## config.mk

```make
export PLATFORM = sky130hd
export DESIGN_NAME = hzd_ctrl
export DESIGN_NICKNAME = d
export VERILOG_FILES = /design/src/rtl/hzd_pkg.sv /design/src/rtl/hzd_src_cmp.sv /design/src/rtl/hzd_slot_tracker.sv /design/src/rtl/hzd_ctrl.sv
export SDC_FILE = /design/constraint.sdc
export NUM_CORES = 1
export LEC_CHECK = 0
export BUFFER_PORTS_ARGS = -buffer_cell sky130_fd_sc_hd__buf_4
export CORE_AREA = 2 2 39 41
export DETAILED_ROUTE_END_ITERATION = 10
export DIE_AREA = 0 0 41 43
export PLACE_DENSITY_LB_ADDON = 0.1
export SYNTH_ARGS = -nofsm -noshare
export SYNTH_HDL_FRONTEND = slang
export SYNTH_SLANG_ARGS = --single-unit
```

## constraint.sdc

```tcl
create_clock -name clk -period 3.82 [get_ports clk]
set_input_delay 0.573 -clock clk [delete_from_list [all_inputs] [get_ports clk]]
set_output_delay 0.573 -clock clk [all_outputs]
set_load 0.01 [all_outputs]
```

## src/rtl/hzd_pkg.sv

```systemverilog
package hzd_pkg;

    localparam int REG_AW      = 5;
    localparam int N_WR_STAGES = 3;

    typedef enum logic [1:0] {
        STG_EX  = 2'd0,
        STG_MEM = 2'd1,
        STG_WB  = 2'd2
    } wr_stage_e;

    typedef struct packed {
        logic pc_hold;
        logic ifid_hold;
        logic idex_bubble;
    } stall_ctl_t;

    function automatic stall_ctl_t make_stall(input logic data_stall, input logic redirect);
        stall_ctl_t c;
        c.pc_hold     = data_stall & ~redirect;
        c.ifid_hold   = data_stall;
        c.idex_bubble = data_stall;
        return c;
    endfunction

endpackage

```

## src/rtl/hzd_src_cmp.sv

```systemverilog
module hzd_src_cmp #(
    parameter int AW = 5
) (
    input  logic [AW-1:0] dst,
    input  logic          wr,
    input  logic [AW-1:0] src_a,
    input  logic [AW-1:0] src_b,
    output logic          hit
);
    localparam logic [AW-1:0] ZERO_REG = '0;

    logic live;
    logic eq_a;
    logic eq_b;

    always_comb begin
        live = wr && (dst != ZERO_REG);
        eq_a = (dst == src_a);
        eq_b = (dst == src_b);
        hit  = live && (eq_a || eq_b);
    end
endmodule

```

## src/rtl/hzd_slot_tracker.sv

```systemverilog
module hzd_slot_tracker (
    input  logic clk,
    input  logic rst,
    input  logic advance,
    input  logic branch_in_id,
    input  logic redirect,
    output logic squash_id
);
    logic pend_q;
    logic sq_q;

    always_ff @(posedge clk) begin
        if (rst) begin
            pend_q <= 1'b0;
            sq_q   <= 1'b0;
        end else if (advance) begin
            sq_q   <= pend_q;
            pend_q <= branch_in_id && !sq_q;
        end else if (redirect) begin
            pend_q <= 1'b0;
        end
    end

    assign squash_id = sq_q;

    // a held decode slot keeps its squash flag
    p_hold_keeps_flag_r7: assert property (@(posedge clk) disable iff (rst)
        !advance |=> (sq_q == $past(sq_q)));

    // a redirect during a stall leaves no pending mark
    p_redirect_clears_r9: assert property (@(posedge clk) disable iff (rst)
        (!advance && redirect) |=> !pend_q);
endmodule

```

## src/rtl/hzd_ctrl.sv

```systemverilog
module hzd_ctrl #(
    parameter int AW = hzd_pkg::REG_AW
) (
    input  logic          clk,
    input  logic          rst,
    input  logic [AW-1:0] id_rs,
    input  logic [AW-1:0] id_rt,
    input  logic          id_is_branch,
    input  logic [AW-1:0] ex_rd,
    input  logic          ex_we,
    input  logic [AW-1:0] mem_rd,
    input  logic          mem_we,
    input  logic [AW-1:0] wb_rd,
    input  logic          wb_we,
    input  logic          ex_br_taken,
    output logic          pc_hold,
    output logic          ifid_hold,
    output logic          idex_bubble,
    output logic          id_squash
);
    import hzd_pkg::*;

    localparam int NS = N_WR_STAGES;

    logic [AW-1:0] st_dst [NS];
    logic [NS-1:0] st_wr;
    logic [NS-1:0] st_hit;
    logic          data_stall;
    logic          squash_q;
    stall_ctl_t    ctl;

    always_comb begin
        st_dst[STG_EX]  = ex_rd;
        st_dst[STG_MEM] = mem_rd;
        st_dst[STG_WB]  = wb_rd;
        st_wr[STG_EX]   = ex_we;
        st_wr[STG_MEM]  = mem_we;
        st_wr[STG_WB]   = wb_we;
    end

    for (genvar g = 0; g < NS; g++) begin : g_cmp
        hzd_src_cmp #(.AW(AW)) u_cmp (
            .dst   (st_dst[g]),
            .wr    (st_wr[g]),
            .src_a (id_rs),
            .src_b (id_rt),
            .hit   (st_hit[g])
        );
    end

    // a squashed slot is a NOP and has no operands
    assign data_stall = (|st_hit) && !squash_q;

    hzd_slot_tracker u_trk (
        .clk          (clk),
        .rst          (rst),
        .advance      (!data_stall),
        .branch_in_id (id_is_branch),
        .redirect     (ex_br_taken),
        .squash_id    (squash_q)
    );

    always_comb begin
        ctl         = make_stall(data_stall, ex_br_taken);
        pc_hold     = ctl.pc_hold;
        ifid_hold   = ctl.ifid_hold;
        idex_bubble = ctl.idex_bubble;
        id_squash   = squash_q;
    end

    // holding decode always comes with a bubble downstream
    p_hold_has_bubble_r1: assert property (@(posedge clk) disable iff (rst)
        ifid_hold |-> idex_bubble);

    // a register-0 writer alone never stalls
    p_zero_dst_r3: assert property (@(posedge clk) disable iff (rst)
        (ex_we && ex_rd == '0 && !mem_we && !wb_we) |-> !ifid_hold);

    // a squashed decode slot never stalls
    p_squash_no_stall_r8: assert property (@(posedge clk) disable iff (rst)
        id_squash |-> !ifid_hold);

    // the first delay slot is never squashed
    p_slot1_clean_r6: assert property (@(posedge clk) disable iff (rst)
        (id_is_branch && !ifid_hold && !id_squash) |=> !id_squash);

    // a taken branch frees the PC during a stall
    p_redirect_pc_r9: assert property (@(posedge clk) disable iff (rst)
        (ifid_hold && ex_br_taken) |-> !pc_hold);
endmodule

```

==> results of run 1 <==
-- worst max path at each step --
stage               startpoint          end  slack [ns]  depth (start not counted)
floorplan             wb_rd[0]    ifid_hold        1.17                          5
CTS                   wb_rd[0]    ifid_hold        0.98                          6
finish                wb_rd[0]    ifid_hold         1.0                          6
global route          wb_rd[0]  idex_bubble        0.83                          6
detailed placement    wb_rd[0]    ifid_hold        0.99                          6
global placement      wb_rd[0]  idex_bubble        1.01                          6
-- kinds of logic after synthesis --
family / Yosys count / synth area share (%)
buffers and inverters: 1 / 1.55
and+or+nand+nor: 20 / 21.6
muxes: 1 / 2.32
xor gates and xnor gates: 30 / 54.1
AOI/OAI and AO/OA: 8 / 12.1
DFF: 2 / 8.25
-- worst max-delay path: stages --
cell      delay, ns
buf_4          0.12
or4_1          0.52
o21a_1         0.18
a222oi_1       0.56
nor2_1         0.11
buf_4          0.17
-- metal layers --
layer / GRT usage (%) / wire length [um]
met5: 0 / 0
met4: 8.00 / 0
met3: 4.19 / 98
met2: 28.7 / 675
met1: 20.4 / 516
-- cells in the mapped netlist (all sizes together) --
cell type	count
nand2	6
buf	1
nand3	6
xnor2	30
nor3b	2
nor2b	1
or4	3
o21a	4
o22ai	3
nor3	1
a222oi	1
mux2	1
nor2	1
dfxtp	2
-- power by group --
part | total (uW) | leakage (uW) | internal, uW | switching (uW)
sequential | 23.7 | 0.0000165 | 22.6 | 1.07
combinational | 88.5 | 0.000282 | 53.2 | 35.3
clock | 46.2 | 0.0000138 | 34.6 | 11.6
-- layout make-up --
| class | instances | area, sq um |
|---|---|---|
| Timing Repair Buffer | 35 | 263 |
| Sequential cell | 2 | 40.0 |
| Fill cell | 146 | 601 |
| Multi-Input combinational cell | 59 | 438 |
| Tap cell | 16 | 20.0 |
| Clock buffer | 3 | 22.5 |
-- flip-flops by register name (all words and copies together) (netlist names) --
register / flops
u_trk.pend_q: 1
u_trk.squash_id: 1
-- layout by cell type, fill, tap and decap left out --
cell type	Yosys	final
a222oi_1	1	1
buf_4	1	35
clkbuf_4	0	3
dfxtp_1	2	2
mux2_2	1	1
nand2_1	6	6
nand3_1	6	6
nor2_1	1	1
nor2b_1	1	1
nor3_1	1	1
nor3b_1	2	2
o21a_1	4	4
o22ai_1	3	3
or4_1	3	3
xnor2_1	30	30
-- per-stage QoR --
stage / cell area [sq um] / setup WS (ns) / power (uW) / hold WS [ns]
final: 783 / 0.999 / 158 / 0.556
after global routing: 783 / 0.835 / 170 / 0.593
after detailed placement: 761 / 0.991 / 113 / 0.557
after CTS: 783 / 0.979 / 163 / 0.561
after global placement: 761 / 1.01 / 112 / 0.560
after floorplan: 485 / 1.17 / 67.9 / 0.525
==> qor.yml, run 1 <==
syn_nets: 94
die_area_sq_mm: 0.00176
worstReg2RegEnd: "u_trk.pend_q"
grt_pass1_wl_mm: 2.13
synth_top_area_share_pct: 54.1
antenna_cells: 0
dr.pass1.iters: 4
drv_cap: 0
ys_warn_count: 0
drv_slew: 0
grtUsageTotal_pct: 17.6
cts_buffers: 3
wire_per_inst_um: 11.2
ctsResizeCount: 0
core_area_sq_mm: 0.00138
ios: 36
tritoncts: "done"
numPortBuffers: 35
power.density_mw_per_mm2: 202
maxSlewHeadroom_pct: 61.9
finalHoldViolCount: 0
cp-start-kind: "input pin"
clkLatencyLatePin_ns: 0.22
peakVddDrop_mv: 0.110
global_route.overflow_total: 0
syn_area_sq_um: 485
instances_no_fill: 115
cts.htree.levels: 1
tightest_slew_ns: 0.572
postCtsHoldBufs: 0
clk_pin_slew_worst_paths_ns: 0.03
cts_setup_buffers: 0
vias: 544
postLayoutCoreUtil_pct: 56.6
syn_to_final_growth_pct: 61.3
r2r-start: "u_trk.pend_q"
place_inst: 112
period_share_pct: 73.9
first_global_vias: 554
start_util_pct: 35.1
holdPathEnd: "u_trk.squash_id"
outcome: "finished, final reports clean"
fp.dieW_um: 41
fin_skew_ns: 0.000647
fin_crit_ns: 2.82
cts.sinks: 2
drtIter0Drc: 8
reg2reg_slack_ns: 2.91
critPathRequiredTime_ns: 3.25
routabilityCongestion: 0.699
drive_gt1_share_pct: 39.4
synth.area.top_cells: "xnor2_1, dfxtp_1, nand3_1"
fin_nets: 133
routed_wl_mm: 1.29
worstSetupPathType: "in2out"
synth_seq_cells: 2
drc: 0
hold_class: "reg2reg"
rsz0062_at_grt: "no"
synth.avg_cell_area_sq_um: 7.83
ys_types: 14
hp-start: "u_trk.pend_q"
p_leak_uw: 0.000313
antenna_left: 0
cts_buffer_depth: 2
max_freq_mhz: 354
dp_hpwl_mm: 1.13
cp.arrival_ns: 2.25
crit_fanout: 4
ys_seq_area_share_pct: 8.25
viasPerCell: 4.73
root_buffer: "clkbuf_4"
hold_path_depth: 2
antenna_found_initial: 0
rows: 14
synthCells: 62
rr_worst_depth: 3
grt_max_degree: 7
synth_top_area_cell: "xnor2_1"
end_kind: "output pin"
setup_tns_ns: 0
fp.dieH_um: 43
setup_viol: 0
(Power assumes the default switching activity.)
==> run 2: changes to the inputs <==
--- a/config.mk
+++ b/config.mk
@@ -5,10 +5,11 @@
 export SDC_FILE = /design/constraint.sdc
 export NUM_CORES = 1
 export LEC_CHECK = 0
+export ABC_AREA = 1
 export BUFFER_PORTS_ARGS = -buffer_cell sky130_fd_sc_hd__buf_4
-export CORE_AREA = 2 2 39 41
+export CORE_MARGIN = 2
+export CORE_UTILIZATION = 44
 export DETAILED_ROUTE_END_ITERATION = 10
-export DIE_AREA = 0 0 41 43
 export PLACE_DENSITY_LB_ADDON = 0.1
 export SYNTH_ARGS = -nofsm -noshare
 export SYNTH_HDL_FRONTEND = slang
==> constraint.sdc (replaced) <==
create_clock -name clk -period 2.8 [get_ports clk]
set_input_delay 0.42 -clock clk [delete_from_list [all_inputs] [get_ports clk]]
set_output_delay 0.42 -clock clk [all_outputs]
set_load 0.01 [all_outputs]
==> run 2 against run 1 <==
Critical path depth up 6. Area after synthesis up 37%. Sequential share of layout area fell by 0.96 points. Cell area grew 23%. Hold slack lost 0.20 ns. Clock skew increased by 0.00066 ns. Clock power up 38%.
==> qor.yml, run 2 <==
outcome: "finished, final reports clean"
maxSlewHeadroom_pct: 89.2
hp-start: "rst"
critPathRequiredTime_ns: 2.38
crit_top_cell: "nand2_1"
ys_warn_count: 0
fp.dieW_um: 42.9
grt_pass1_wl_mm: 2.95
rows: 14
fin_skew_ns: 0.00131
setup_viol: 0
totalPowerFinal_uw: 227
cts.sinks: 2
ios: 36
ys.flop_type: "dfxtp_1"
crit_fanout: 4
critical_path_depth: 12
place_inst: 198
rsz0062_at_grt: "no"
synthCells: 148
power.density_mw_per_mm2: 235
postLayoutCoreUtil_pct: 66.3
syn_to_final_growth_pct: 44.7
cts.htree.levels: 1
worstSetupPathType: "in2out"
end_kind: "output pin"
fin_crit_ns: 1.84
syn_area_sq_um: 666
mostFrequentLayoutCells: "nand2_1, buf_4, inv_1"
cp.arrival_ns: 1.42
synth-edff-count: 0
p_leak_uw: 0.000664
grtUsageTotal_pct: 20.3
crit_slowest_cell: "nor2_1"
ys_seq_area_share_pct: 6.02
drc: 0
worstReg2RegEnd: "u_trk.pend_q"
critical-path-max-stage-delay_ns: 0.14
cts_setup_buffers: 0
finalHoldViolCount: 0
rr_worst_depth: 4
vias: 920
dp_hpwl_mm: 1.56
endpoint: "idex_bubble"
instances_no_fill: 201
die_area_sq_mm: 0.00184
tritoncts: "done"
r2r-start: "u_trk.squash_id"
antenna_cells: 0
dr.pass1.iters: 4
core_area_sq_mm: 0.00145
drv_slew: 0
async_reset_ff_share_pct: 0
synth_seq_cells: 2
reg2reg_slack_ns: 1.96
synth_top_area_share_pct: 40.0
max_freq_mhz: 542
wire_per_inst_um: 8.94
global_route.overflow_total: 0
drive_gt1_share_pct: 21.6
drtIter0Drc: 9
routabilityCongestion: 0.908
ctsResizeCount: 0
first_global_vias: 795
crit_family: "simple AND/OR/NAND/NOR gates"
routed_wl_mm: 1.80
antenna_left: 0
fp.dieH_um: 42.9
cts_buffer_depth: 2
root_buffer: "clkbuf_4"
viasPerCell: 4.58
synth.avg_cell_area_sq_um: 4.50
setup_tns_ns: 0
cp_num_buf_inv: 4
ys_types: 13
numPortBuffers: 35
drv_cap: 0
cp-start-kind: "input pin"
postCtsHoldBufs: 0
cts_buffers: 3
post-place-ws_ns: 0.956
hold_class: "in2reg"
clkLatencyLatePin_ns: 0.22
synth_top_area_cell: "nand2_1"
antenna_found_initial: 0
path_cells: "buf_4 > inv_1 > nand2_1 > nand2_1 > nor2_1 > nand3_1 > nand2_1 > nand2_1 > nand3_2 > nand2_1 > inv_1 > buf_4"
clk_pin_slew_worst_paths_ns: 0.03
fin_ws_ns: 0.955
period_share_pct: 65.9
startpoint: "id_rs[1]"
yosysMostFrequentCell: "nand2_1"
peakVddDrop_mv: 0.158
start_util_pct: 45.8
grt_max_degree: 6
syn_nets: 180
tightest_slew_ns: 0.161
fin_nets: 219
final_common_cell: "nand2_1"
synth.area.top_cells: "nand2_1, inv_1, nor2_1"
synth_commonest_cells: "nand2_1, inv_1, nor2_1, nand3_1, xnor2_1"
run 2: cell count changes in the layout (fill, tap and decap cells not counted), sizes merged, moves of 3 or more:
cell	change
o21ai	+3
inv	+31
nor2	+18
xnor2	-24
or4	-3
nand4	+3
nand2	+65
o22ai	-3
o21a	-4
run 2: worst min path at each step:
stage	to	depth (start not counted)	slack (ns)
2_1_floorplan	u_trk.squash_id	2	0.42
4_1_cts	u_trk.pend_q	2	0.35
3_3_place_gp	u_trk.squash_id	2	0.44
5_1_grt	u_trk.pend_q	2	0.36
3_5_place_dp	u_trk.squash_id	2	0.44
6_report	u_trk.pend_q	2	0.36
run 2: kinds of logic after synthesis:
logic type,count (synthesis),share of synthesized area [%]
xor gates and xnor gates,8,10.5
buffers and inverters,32,18.6
DFF,2,6.02
AOI/OAI and AO/OA,4,3.57
and+or+nand+nor,102,61.3
run 2: worst register-to-register path, cell delays in order, from the launching register on:
cell	delay [ns]
dfxtp_1	0.30
inv_1	0.09
nand2_1	0.05
or2_1	0.23
a21oi_2	0.12
run 2: final cells by class:
cell class	count	area [sq um]
flip-flops and latches	2	40.0
multi-input cells	114	502
inverters	31	116
clock buffers	3	22.5
repair buffers	35	263
fillers	147	490
well taps	16	20.0
run 2: power by group:
| part | internal [uW] | switching (uW) | leakage, uW | total, uW |
|---|---|---|---|---|
| clock network | 47.3 | 16.4 | 0.0000138 | 63.7 |
| logic | 64.3 | 66.8 | 0.000634 | 131 |
| registers | 30.8 | 1.04 | 0.0000165 | 31.8 |
run 2: per-stage QoR:
step | hold slack, ns | cell area (sq um)
after CTS | 0.353 | 963
after global routing | 0.360 | 963
after global placement | 0.441 | 941
after floorplan | 0.418 | 666
after detailed placement | 0.439 | 941
final | 0.356 | 963
run 2: layer usage:
metal | global-route usage (%) | vias to the layer above | wire length, um
met3 | 1.70 | 2 | 87
met5 | 0 | - | 0
met1 | 24.4 | 380 | 769
met4 | 7.50 | 0 | 15
li1 | - | 505 | -
met2 | 36.7 | 33 | 924
==> run 3: changes to the inputs <==
==> constraint.sdc (replaced) <==
create_clock -name clk -period 1.7 [get_ports clk]
set_input_delay 0.255 -clock clk [delete_from_list [all_inputs] [get_ports clk]]
set_output_delay 0.255 -clock clk [all_outputs]
set_load 0.01 [all_outputs]
==> run 3 against run 2 <==
Sequential share of layout area unchanged. Non-clock buffer count unchanged. Clock skew down 0.00087 ns. First-iteration DRC count rose to 3.9 times the previous value. Cell area unchanged. Critical path depth unchanged. Count of clock-buffer cells in the layout unchanged. Final cell count unchanged. Largest cell class unchanged.
==> qor.yml, run 3 (synthesized netlist as in run 2, its figures left out) <==
viasPerCell: 4.74
grtUsageTotal_pct: 20.3
maxSlewHeadroom_pct: 89.6
fin_crit_ns: 1.52
tightest_slew_ns: 0.154
crit_top_cell: "nand2_1"
rsz0062_at_grt: "no"
numPortBuffers: 35
multi_input_area_sq_um: 502
setup_viol: 0
fin_nets: 219
antenna_cells: 0
root_buffer: "clkbuf_4"
busiest_layer: "met2"
clkLatencyLatePin_ns: 0.22
cts_setup_buffers: 0
cp-start-kind: "input pin"
critical-path-max-stage-delay_ns: 0.15
r2r-start: "u_trk.squash_id"
start_util_pct: 45.8
gr-usage-met3_pct: 1.70
max_freq_mhz: 657
tritoncts: "done"
ios: 36
drv_slew: 0
cts_buffer_depth: 2
nFillCells: 142
wire_per_inst_um: 9.15
hold_class: "in2reg"
outcome: "finished, final reports clean"
cp_num_buf_inv: 3
peakVddDrop_mv: 0.192
fin_skew_ns: 0.000446
antenna_left: 0
fp.dieH_um: 42.9
fp.dieW_um: 42.9
routed_wl_mm: 1.84
path_cells: "buf_4 > inv_1 > nand2_1 > nand2_1 > nor2_1 > nand3_1 > nand2_1 > nand2_1 > nand3_2 > nand2_1 > nor2_1 > buf_4"
routabilityCongestion: 0.908
postLayoutCoreUtil_pct: 66.3
met2_usage_pct: 37.9
cts.sinks: 2
drc: 0
finalHoldViolCount: 0
antenna_found_initial: 0
power.density_mw_per_mm2: 390
setup_tns_ns: 0
crit_slowest_cell: "nor2_1"
rows: 14
core_area_sq_mm: 0.00145
cts.htree.levels: 1
reg2reg_slack_ns: 0.82
worstReg2RegEnd: "u_trk.pend_q"
hp-start: "rst"
grt_pass1_wl_mm: 2.97
die_area_sq_mm: 0.00184
period_share_pct: 89.6
cts_buffers: 3
global_route.overflow_total: 0
clk_pin_slew_worst_paths_ns: 0.03
postCtsHoldBufs: 0
end_kind: "output pin"
dr.pass1.iters: 4
drtIter0Drc: 35
ctsResizeCount: 0
rr_worst_depth: 4
syn_to_final_growth_pct: 44.7
dp_hpwl_mm: 1.62
critical_path_depth: 12
grt_max_degree: 6
mostFrequentLayoutCells: "nand2_1, buf_4, inv_1"
vias: 953
holdPathEnd: "u_trk.pend_q"
drive_gt1_share_pct: 21.6
final_common_cell: "nand2_1"
crit_family: "simple AND/OR/NAND/NOR gates"
cp.arrival_ns: 1.27
first_global_vias: 806
critPathRequiredTime_ns: 1.44
use_met1_pct: 23.4
regArea_sq_um: 40.0
drv_cap: 0
p_leak_uw: 0.000664
worstSetupPathType: "in2out"
hold_path_depth: 2
crit_fanout: 4
-- run 3: worst max path at each step --
stage	from	endpoint	slack (ns)
floorplan	wb_rd[2]	ifid_hold	0.41
global placement	id_rs[1]	pc_hold	0.20
detailed placement	id_rs[1]	pc_hold	0.18
CTS	id_rs[1]	pc_hold	0.18
global route	id_rs[2]	pc_hold	0.07
finish	id_rs[1]	pc_hold	0.18
-- run 3: worst register-to-register path: cells and delay by family, from the launching register on --
kind            cells  cell delay [ns]
compound gates      1             0.14
buf+inv             1             0.08
flops               1             0.30
simple gates        2             0.29
-- run 3: power breakdown --
| part | leakage [uW] | switching, uW | internal, uW |
|---|---|---|---|
| Sequential | 0.0000165 | 1.62 | 50.7 |
| Combinational | 0.000634 | 110 | 106 |
| Clock | 0.0000138 | 28.7 | 78.1 |
| Total | 0.000664 | 141 | 235 |
-- run 3: layout make-up --
| type | instances | area share [%] |
|---|---|---|
| multi-input cells | 114 | 52.1 |
| repair buffers | 35 | 27.3 |
| inverters | 31 | 12.1 |
| flip-flops and latches | 2 | 4.16 |
| clock buffers | 3 | 2.34 |
| well taps | 16 | 2.08 |
-- run 3: routing by layer --
metal / routed length (um) / vias up
met3: 123 / 2
met2: 952 / 32
li1: - / 506
met1: 749 / 413
met4: 15 / 0
met5: 0 / -
-- run 3: stage by stage --
stage | setup WS [ns] | total power, uW | hold WS [ns] | instances | instance area [sq um]
after floorplan | 0.409 | 163 | 0.317 | 148 | 666
final | 0.177 | 375 | 0.206 | 201 | 963
after global routing | 0.0696 | 410 | 0.203 | 201 | 963
after detailed placement | 0.182 | 269 | 0.438 | 198 | 941
after CTS | 0.177 | 378 | 0.207 | 201 | 963
after global placement | 0.204 | 263 | 0.419 | 198 | 941
